### config.mk
export PLATFORM = sky130hd
export DESIGN_NAME = mmux_classifier
export DESIGN_NICKNAME = d
export VERILOG_FILES = /design/src/rtl/mmux_pkg.sv /design/src/rtl/mmux_fault_decode.sv /design/src/rtl/mmux_status_reg.sv /design/src/rtl/mmux_classifier.sv
export SDC_FILE = /design/constraint.sdc
export NUM_CORES = 1
export LEC_CHECK = 0
export CORE_MARGIN = 8
export CORE_UTILIZATION = 30
export CTS_CLUSTER_SIZE = 16
export DETAILED_ROUTE_END_ITERATION = 8
export PLACE_DENSITY_LB_ADDON = 0.2
export SLEW_MARGIN = 20
export SYNTH_ARGS = -nofsm -noshare
export SYNTH_HDL_FRONTEND = slang
export SYNTH_HIERARCHICAL = 1
export SYNTH_SLANG_ARGS = --single-unit
export TNS_END_PERCENT = 30
### constraint.sdc
create_clock -name clk -period 3.2 [get_ports clk]
set_clock_uncertainty 0.2 [all_clocks]
set_input_delay 0.96 -clock clk [delete_from_list [all_inputs] [get_ports clk]]
set_output_delay 0.96 -clock clk [all_outputs]
set_load 0.05 [all_outputs]
### src/rtl/mmux_pkg.sv
// Shared encodings for the translation exception classifier.
// Assumes a 3-bit access kind and a 5-bit cause field.
package mmux_pkg;
    localparam int CAUSE_W = 5;

    localparam logic [2:0] ACC_FETCH  = 3'd0;
    localparam logic [2:0] ACC_LOAD   = 3'd1;
    localparam logic [2:0] ACC_STORE  = 3'd2;
    localparam logic [2:0] ACC_DINIT  = 3'd3;
    localparam logic [2:0] ACC_DFLUSH = 3'd4;

    localparam logic [CAUSE_W-1:0] C_NONE        = 5'd0;
    localparam logic [CAUSE_W-1:0] C_FAST_MISS   = 5'd12;
    localparam logic [CAUSE_W-1:0] C_DOUBLE_MISS = 5'd13;
    localparam logic [CAUSE_W-1:0] C_EXEC_VIOL   = 5'd14;
    localparam logic [CAUSE_W-1:0] C_READ_VIOL   = 5'd15;
    localparam logic [CAUSE_W-1:0] C_WRITE_VIOL  = 5'd16;

    typedef struct packed {
        logic               req;
        logic               fast;
        logic               data;
        logic [CAUSE_W-1:0] cause;
    } fault_t;
endpackage

### src/rtl/mmux_fault_decode.sv
// Combinational fault decoder: classifies one translation attempt.
// Assumes hit and permission inputs are valid when acc_valid is high;
// kinds above 4 are not accesses and never fault.
module mmux_fault_decode
    import mmux_pkg::*;
(
    input  logic       acc_valid,
    input  logic [2:0] acc_kind,
    input  logic       tlb_hit,
    input  logic       perm_x,
    input  logic       perm_r,
    input  logic       perm_w,
    input  logic       eh,
    output fault_t     fault
);
    logic kind_ok;
    logic miss;

    assign kind_ok = (acc_kind <= ACC_DFLUSH);
    assign miss    = acc_valid && kind_ok && !tlb_hit;

    // Pick cause: miss kinds first, then permission checks by access kind.
    always_comb begin
        fault       = '0;
        fault.data  = (acc_kind != ACC_FETCH);
        fault.cause = C_NONE;
        if (miss) begin
            fault.cause = eh ? C_DOUBLE_MISS : C_FAST_MISS;
            fault.fast  = !eh;
        end else if (acc_valid && tlb_hit) begin
            case (acc_kind)
                ACC_FETCH: if (!perm_x) fault.cause = C_EXEC_VIOL;
                ACC_LOAD:  if (!perm_r) fault.cause = C_READ_VIOL;
                ACC_STORE: if (!perm_w) fault.cause = C_WRITE_VIOL;
                default:   fault.cause = C_NONE;
            endcase
        end
        fault.req = (fault.cause != C_NONE);
    end

    // a permitted fetch never yields an execute fault
    always_comb begin
        if (acc_valid && tlb_hit && perm_x && acc_kind == ACC_FETCH)
            a_r7_fetch_allowed: assert (fault.cause == C_NONE);
    end
endmodule

### src/rtl/mmux_status_reg.sv
// Handling-bit and cause-record registers.
// Assumes the fault struct is settled before the rising clock edge.
module mmux_status_reg
    import mmux_pkg::*;
(
    input  logic               clk,
    input  logic               rst_n,
    input  fault_t             fault,
    input  logic               eret,
    output logic               eh_q,
    output logic [CAUSE_W-1:0] cause_q,
    output logic               data_q
);
    // Handling bit: set by a fast miss, cleared by return, else held.
    always_ff @(posedge clk) begin
        if (!rst_n)                eh_q <= 1'b0;
        else if (fault.fast)       eh_q <= 1'b1;
        else if (eret)             eh_q <= 1'b0;
    end

    // Record cause and data flag of every exception.
    always_ff @(posedge clk) begin
        if (!rst_n) begin
            cause_q <= C_NONE;
            data_q  <= 1'b0;
        end else if (fault.req) begin
            cause_q <= fault.cause;
            data_q  <= fault.data;
        end
    end

    a_r8_fast_sets_eh: assert property (@(posedge clk) disable iff (!rst_n)
        fault.fast |=> eh_q);
    a_r3_double_keeps_eh: assert property (@(posedge clk) disable iff (!rst_n)
        (fault.req && fault.cause == C_DOUBLE_MISS) |=> eh_q);
    a_r8_eret_clears: assert property (@(posedge clk) disable iff (!rst_n)
        (eret && !fault.fast) |=> !eh_q);
    a_r9_record: assert property (@(posedge clk) disable iff (!rst_n)
        fault.req |=> (cause_q == $past(fault.cause) && data_q == $past(fault.data)));
    a_r9_hold: assert property (@(posedge clk) disable iff (!rst_n)
        !fault.req |=> ($stable(cause_q) && $stable(data_q)));
endmodule

### src/rtl/mmux_classifier.sv
// Top of the translation exception classifier: decodes the fault,
// selects the handler address and keeps the status registers.
// Assumes one translation result per cycle, qualified by acc_valid.
module mmux_classifier
    import mmux_pkg::*;
#(
    parameter int               VEC_W    = 32,
    parameter logic [VEC_W-1:0] FAST_VEC = 32'h0000_0100,
    parameter logic [VEC_W-1:0] GEN_VEC  = 32'h0000_0020
) (
    input  logic               clk,
    input  logic               rst_n,
    input  logic               acc_valid,
    input  logic [2:0]         acc_kind,
    input  logic               tlb_hit,
    input  logic               perm_x,
    input  logic               perm_r,
    input  logic               perm_w,
    input  logic               eret,
    output logic               exc_req,
    output logic [VEC_W-1:0]   exc_vector,
    output logic [CAUSE_W-1:0] exc_cause,
    output logic               eh_q,
    output logic [CAUSE_W-1:0] cause_q,
    output logic               data_q
);
    fault_t fault;

    mmux_fault_decode u_decode (
        .acc_valid (acc_valid),
        .acc_kind  (acc_kind),
        .tlb_hit   (tlb_hit),
        .perm_x    (perm_x),
        .perm_r    (perm_r),
        .perm_w    (perm_w),
        .eh        (eh_q),
        .fault     (fault)
    );

    mmux_status_reg u_status (
        .clk     (clk),
        .rst_n   (rst_n),
        .fault   (fault),
        .eret    (eret),
        .eh_q    (eh_q),
        .cause_q (cause_q),
        .data_q  (data_q)
    );

    // Drive request and cause; the fast vector only for a fast miss.
    always_comb begin
        exc_req    = fault.req;
        exc_cause  = fault.cause;
        exc_vector = fault.fast ? FAST_VEC : GEN_VEC;
    end

    a_r2_fast_vector: assert property (@(posedge clk) disable iff (!rst_n)
        (acc_valid && acc_kind <= ACC_DFLUSH && !tlb_hit && !eh_q)
        |-> (exc_req && exc_vector == FAST_VEC && exc_cause == C_FAST_MISS));
    a_r3_general_vector: assert property (@(posedge clk) disable iff (!rst_n)
        (acc_valid && acc_kind <= ACC_DFLUSH && !tlb_hit && eh_q)
        |-> (exc_req && exc_vector == GEN_VEC && exc_cause == C_DOUBLE_MISS));
    a_r7_idle_quiet: assert property (@(posedge clk) disable iff (!rst_n)
        !acc_valid |-> (!exc_req && exc_cause == C_NONE));
    a_r10_idle_vector: assert property (@(posedge clk) disable iff (!rst_n)
        !exc_req |-> (exc_vector == GEN_VEC));
endmodule

After elaboration in Yosys (flattened, before gate mapping)
Cells that the tools add are included.

Word-level logic and storage cells: 26. Output and inout port bits: 45. Register bits: 7. Input port bits: 11.

Muxes and demuxes: 11. Reduce and logical (&&, ||, !) cells: 9. Order comparisons: 1. Equal/unequal tests: 2.

Operators by type and width (number): $mux W5 (3); $pmux W5 S3 (1); $mux W9 (1); $mux W4 (2); $reduce_bool A5 Y1 (1); $mux W1 (4); $eq A3 B1 Y1 const B (1); $eq A3 B2 Y1 const B (1); $le A3 B3 Y1 const B (1); $logic_and A1 B1 Y1 (3); $logic_not A3 Y1 (1); $reduce_bool A3 Y1 (1); $logic_not A1 Y1 (2); $reduce_bool A2 Y1 (1).

Longest topological paths before layout
Depth in word-level cells: 5. Depth in mapped cells: 6. Mapped depth without buffers: 5.

By module
The synthesis kept the hierarchy.

By module, submodules not included: mmux_status_reg (area each 262.8 sq um, cells an instance 22, seq. area each 140.1 sq um, times used 1); mmux_classifier (area each 232.7 sq um, cells an instance 32, seq. area each 0.0 sq um, times used 1); mmux_fault_decode (area each 112.6 sq um, cells an instance 18, seq. area each 0.0 sq um, times used 1).

Least setup slack after synthesis
Ideal clock, no wire load.

Path type: input to output. Start: input port acc_kind[1]. End: output port exc_vector[5]. Data arrival time: 2417 ps. Buffers on the path: 0. Data required time: 2040 ps. Stages on the path: 4. Slack: -377 ps. Cell sequence: o21ai_1 nand3b_1 nor2_1 inv_1.

Cells in the longest elaborated chain, start to end: 5.

Ends and longest elaborated chain: from (decl) (RTL line mmux_classifier.sv:14) `input logic [2:0] acc_kind,`; $le A3 B3 Y1 (RTL line mmux_fault_decode.sv:19) `assign kind_ok = (acc_kind <= ACC_DFLUSH);`; $logic_and A1 B1 Y1 (2 in series) (RTL line mmux_fault_decode.sv:20) `assign miss = acc_valid && kind_ok && !tlb_hit;`; $mux W1 (RTL line mmux_fault_decode.sv:27) `if (miss) begin`; $mux W9 (RTL line mmux_classifier.sv:54) `exc_vector = fault.fast ? FAST_VEC : GEN_VEC;`; to (decl) (RTL line mmux_classifier.sv:21) `output logic [VEC_W-1:0] exc_vector,`.

No other way between the ends.

Worst setup path in the final report
Start: input port tlb_hit. End: output port exc_cause[0].

Cells in the longest elaborated chain, start to end: 3.

Ends and longest elaborated chain: from (decl) (RTL line mmux_classifier.sv:15) `input logic tlb_hit,`; $logic_and A1 B1 Y1 / $logic_not A1 Y1 (equally long branches) (RTL line mmux_fault_decode.sv:30, mmux_fault_decode.sv:20); $mux W5 / $logic_and A1 B1 Y1 (equally long branches) (RTL line mmux_fault_decode.sv:30, mmux_fault_decode.sv:20); $mux W5 * (RTL line mmux_fault_decode.sv:27); to (decl) (RTL line mmux_classifier.sv:22) `output logic [CAUSE_W-1:0] exc_cause,`.

Every way passes the cells marked *; elsewhere a longest branch is shown, timed or not.

==> run summary <==
Counting flops and latches in the post-synthesis netlist gives 7. Buffers placed on the I/O ports in this run total 25. The power density over the cells came out at 365.6 nW/um2. In this run the critical register-to-register path is launched from u_status/eh_q. The run gives 18 as the number of distinct library cells after synthesis. The run gives 907.1 um2 as the post-route standard cell area excluding fillers. The die span in y was 61.02 um; the effective utilization at floorplan was 0.3131.

Library cell used as clock root buffer: sky130_fd_sc_hd__clkbuf_4. Summed over all layers, the routed wires come to 1.496 mm. Wire segments on met2 add up to 685 um in the final route.

The relative slew slack is 0.6551. Worst reg2reg path depth: 6. Across the run, the number of max-cap violations was 0. Source of the critical timing path: tlb_hit. Entering global routing, the biggest net connects 8 pins. The final count of hold timing violations was 0. The final standard cell count with taps included and fillers excluded is 130, and the ratio of cells with drive above 1 in the final layout is 0.2427. The placed instances occupy a cell area of 874.6 um2. Setup repair after global routing left no endpoint under its margin. For the arrival time at the worst endpoint, the log shows 1930 ps.

For the pin with the worst max-slew slack, the measured transition is 515.8 ps. Post-synthesis instance total: 72. The endpoint identified for the worst register-to-register timing path is u_status/cause_q[0].

The number of placement rows is 16, and the number of max-slew violations in the final report is 0. The startpoint of the lowest-slack hold path is u_status/cause_q[0]. The run gives 221 um as the amount of wire on met3 after detailed routing.

Share of cell area taken by muxes after synthesis: 0.09877. The run gives 3 as the CTS buffer count. Traced cell by cell, the critical path runs through clkdlybuf4s15_1, nand3b_1, o21ai_1, buf_4, buf_12. The fraction of synthesized cell area taken by the top area cell type came out at 0.3827.

The logs give 2 for the maximum buffer depth of the clock tree and 1 for the number of levels the H-tree was split into. The first global-routing pass estimated 2.083 mm of wire. The wire length per cell after detailed routing was 11.51 um; the fraction of the core area covered by cells at the end of the flow was 0.4671. Timing would allow up to 323.8 MHz. After global routing the overflow that remains totals 0. The number of antenna diodes in the final layout is 0.

The net count of the finished layout is 115. The number of vias per cell after detailed routing works out to 3.585. By area, the combinational part of the netlist is dominated by buffers and inverters.

The static leakage power was 0.4386 nW; the minimum setup slack among reg-to-reg paths was 1950 ps. The simple logic cell fraction of the synthesized area is 0.1811. The critical path start-end classification is primary input to output port. The critical path required time was 2040 ps. The largest fanout of any net on the critical path is 4. TritonCTS built the clock tree. The core region is 1942 um2. The worst-path cell with the longest stage delay was sky130_fd_sc_hd__nand3b_1.

The worst-case IR drop observed on VDD is 240.7 uV. The DRC violation count after routing came out at 0. Global-route total usage across every layer: 0.07343. The type of the most critical hold path is flop to flop. The cell total after placement was 125.

The critical path ends at exc_cause[0]. After the first detailed-routing iteration, the DRC count stood at 2. Xor and xnor fraction of the mapped netlist area: 0. The period utilization was 0.9651; the worst-case hold slack was 313.4 ps. The clock period could shrink to 3088 ps. The first detailed-routing pass took 2 iterations.

sky130_fd_sc_hd__buf_4 takes more of the synthesized area than any other cell. The floorplan step defined a die boundary enclosing 3723 um2. The multi-input combinational cells in the finished layout cover a total of 336.6 um2. The total clock sinks is 7, and the overall power of the completed layout is 0.3317 mW. The share of synthesized cell area in full adder, half adder and majority cells was 0. Setup violations remaining at the end of the flow were counted as 0. The clock reaches the later pin of the worst-skew pair after 250 ps. The via total after detailed routing is 466, and the via count of the first global-routing pass is 445.

Share of synthesized area occupied by flip-flops and latches: 0.2305. A synthesized cell averages 8.446 um2. The wire length on met1 was 570 um; the width of the die was 61.02 um. The sequential cells in the finished layout cover a total of 140.1 um2. STA classifies the critical path startpoint as a primary input. By area the synthesized netlist is led by sky130_fd_sc_hd__buf_4, sky130_fd_sc_hd__dfxtp_1, sky130_fd_sc_hd__mux2i_1. Counting the fill cells in the layout gives 208. The tools report the number of buffers inserted by hold repair at cts as 0. The last weighted congestion value of the routability-driven placer was 0.6293; the largest stage delay on the critical path was 310 ps.

The flow ran to the end, and the final reports show no timing, DRC or antenna violations. Detailed placement finished with a half-perimeter wire length of 1.278 mm. The tools report the number of top-level pins as 56.

Clock-pin slew was measured on the worst setup and hold paths at 60 ps. The run gives 0 as the initial antenna violation count. The growth of design area from synthesis to finish was 49.18%; the post-synthesis compound-gate area fraction was 0.06379. During synthesis, Yosys emitted a total of 6 warnings. The tools report the endpoint kind of the worst setup timing path as an output port.

Top layer used by detailed routing: met4. The count of nets left with antenna violations once routing finished came out at 0. The tools report the post-synthesis cell area as 608.1 um2.
[flip-flops by register name, indices dropped and copies added (netlist names)]
name,count
u_status/cause_q,5
u_status/eh_q,1
u_status/data_q,1
[critical path, delay by kind of cell]
family                 cells  cell delay [ps]
AO/OA/AOI/OAI              1              200
AND/OR/NAND/NOR            1              310
buffers and inverters      3              460
[logic make-up (layout without fill, tap and decap cells)]
logic type	after synthesis	after routing
AOI/OAI and AO/OA	5	5
buffers and inverters	35	37
DFF	7	7
muxes	6	6
other	1	30
and+or+nand+nor	18	18
[how the worst min path moves through the flow]
stage                     slack [ps]  depth (start not counted)             endpoint
after floorplan                  540                          2  u_status/cause_q[0]
after global routing             350                          2  u_status/cause_q[1]
after detailed placement         310                          2  u_status/cause_q[1]
after global placement           290                          2  u_status/cause_q[3]
final                            310                          2  u_status/cause_q[0]
after CTS                        320                          2  u_status/cause_q[0]
[metrics by stage]
step | setup TNS (ps) | setup WS [ps]
after floorplan | -5.118 | -5.118
after CTS | 0 | 2.983
final | 0 | 111.7
after global routing | 0 | 33.80
after detailed placement | -1216 | -223.1
after global placement | -1300 | -238.9
[routing by layer]
layer,vias to the layer above,global-route usage
met1,204,0.08551
met2,30,0.1075
met4,0,0.03987
met3,2,0.03549
li1,230,-
met5,-,0
[layout make-up]
cell class | count | area share
repair buffers | 30 | 0.3959
multi-input cells | 59 | 0.3710
flip-flops and latches | 7 | 0.1545
well taps | 27 | 0.03724
clock buffers | 4 | 0.02897
inverters | 3 | 0.01241
[power by group]
part	leakage, nW	total [mW]	internal (mW)	switching, mW
registers	0.0568	0.0913	0.0897	0.00161
logic	0.367	0.160	0.0387	0.121
clock network	0.0150	0.0806	0.0476	0.0330
total	0.439	0.332	0.176	0.156
[placed cells by master, fill, tap and decap left out, drive strengths merged]
master         synthesis  final
clkdlybuf4s15          0      1
o21ai                  3      3
nand2                  2      2
buf                   32     14
nor2                   3      3
nand3b                 1      1
mux2i                  6      6
dfxtp                  7      7
clkdlybuf4s50          0      9
conb                   1     30
nand4b                 1      1
and4bb                 1      1
dlymetal6s2s           0      3
or2                    1      1
o21a                   1      1
o211ai                 1      1
inv                    3      3
or3                    1      1
dlygate4sd2            0      1
nor2b                  8      8
clkbuf                 0      6
[Yosys cell counts]
master                     count
sky130_fd_sc_hd__nor2_1        3
sky130_fd_sc_hd__nor2b_1       8
sky130_fd_sc_hd__nand2_1       2
sky130_fd_sc_hd__inv_1         3
sky130_fd_sc_hd__nand3b_1      1
sky130_fd_sc_hd__buf_4        31
sky130_fd_sc_hd__o21ai_2       1
sky130_fd_sc_hd__o21a_1        1
sky130_fd_sc_hd__o211ai_2      1
sky130_fd_sc_hd__or2_1         1
sky130_fd_sc_hd__and4bb_1      1
sky130_fd_sc_hd__buf_6         1
sky130_fd_sc_hd__o21ai_1       2
sky130_fd_sc_hd__conb_1        1
sky130_fd_sc_hd__or3_1         1
sky130_fd_sc_hd__dfxtp_1       7
sky130_fd_sc_hd__mux2i_1       6
sky130_fd_sc_hd__nand4b_1      1
[timing repair]
| item | 4_1_cts | 5_1_grt |
|---|---|---|
| buffers inserted | 1 | 0 |
| endpoints found under the setup margin | 8 | 5 |
| gates resized for setup | 9 | 10 |
| pin swaps | 4 | 6 |
Power figures use the tool's default switching activity.
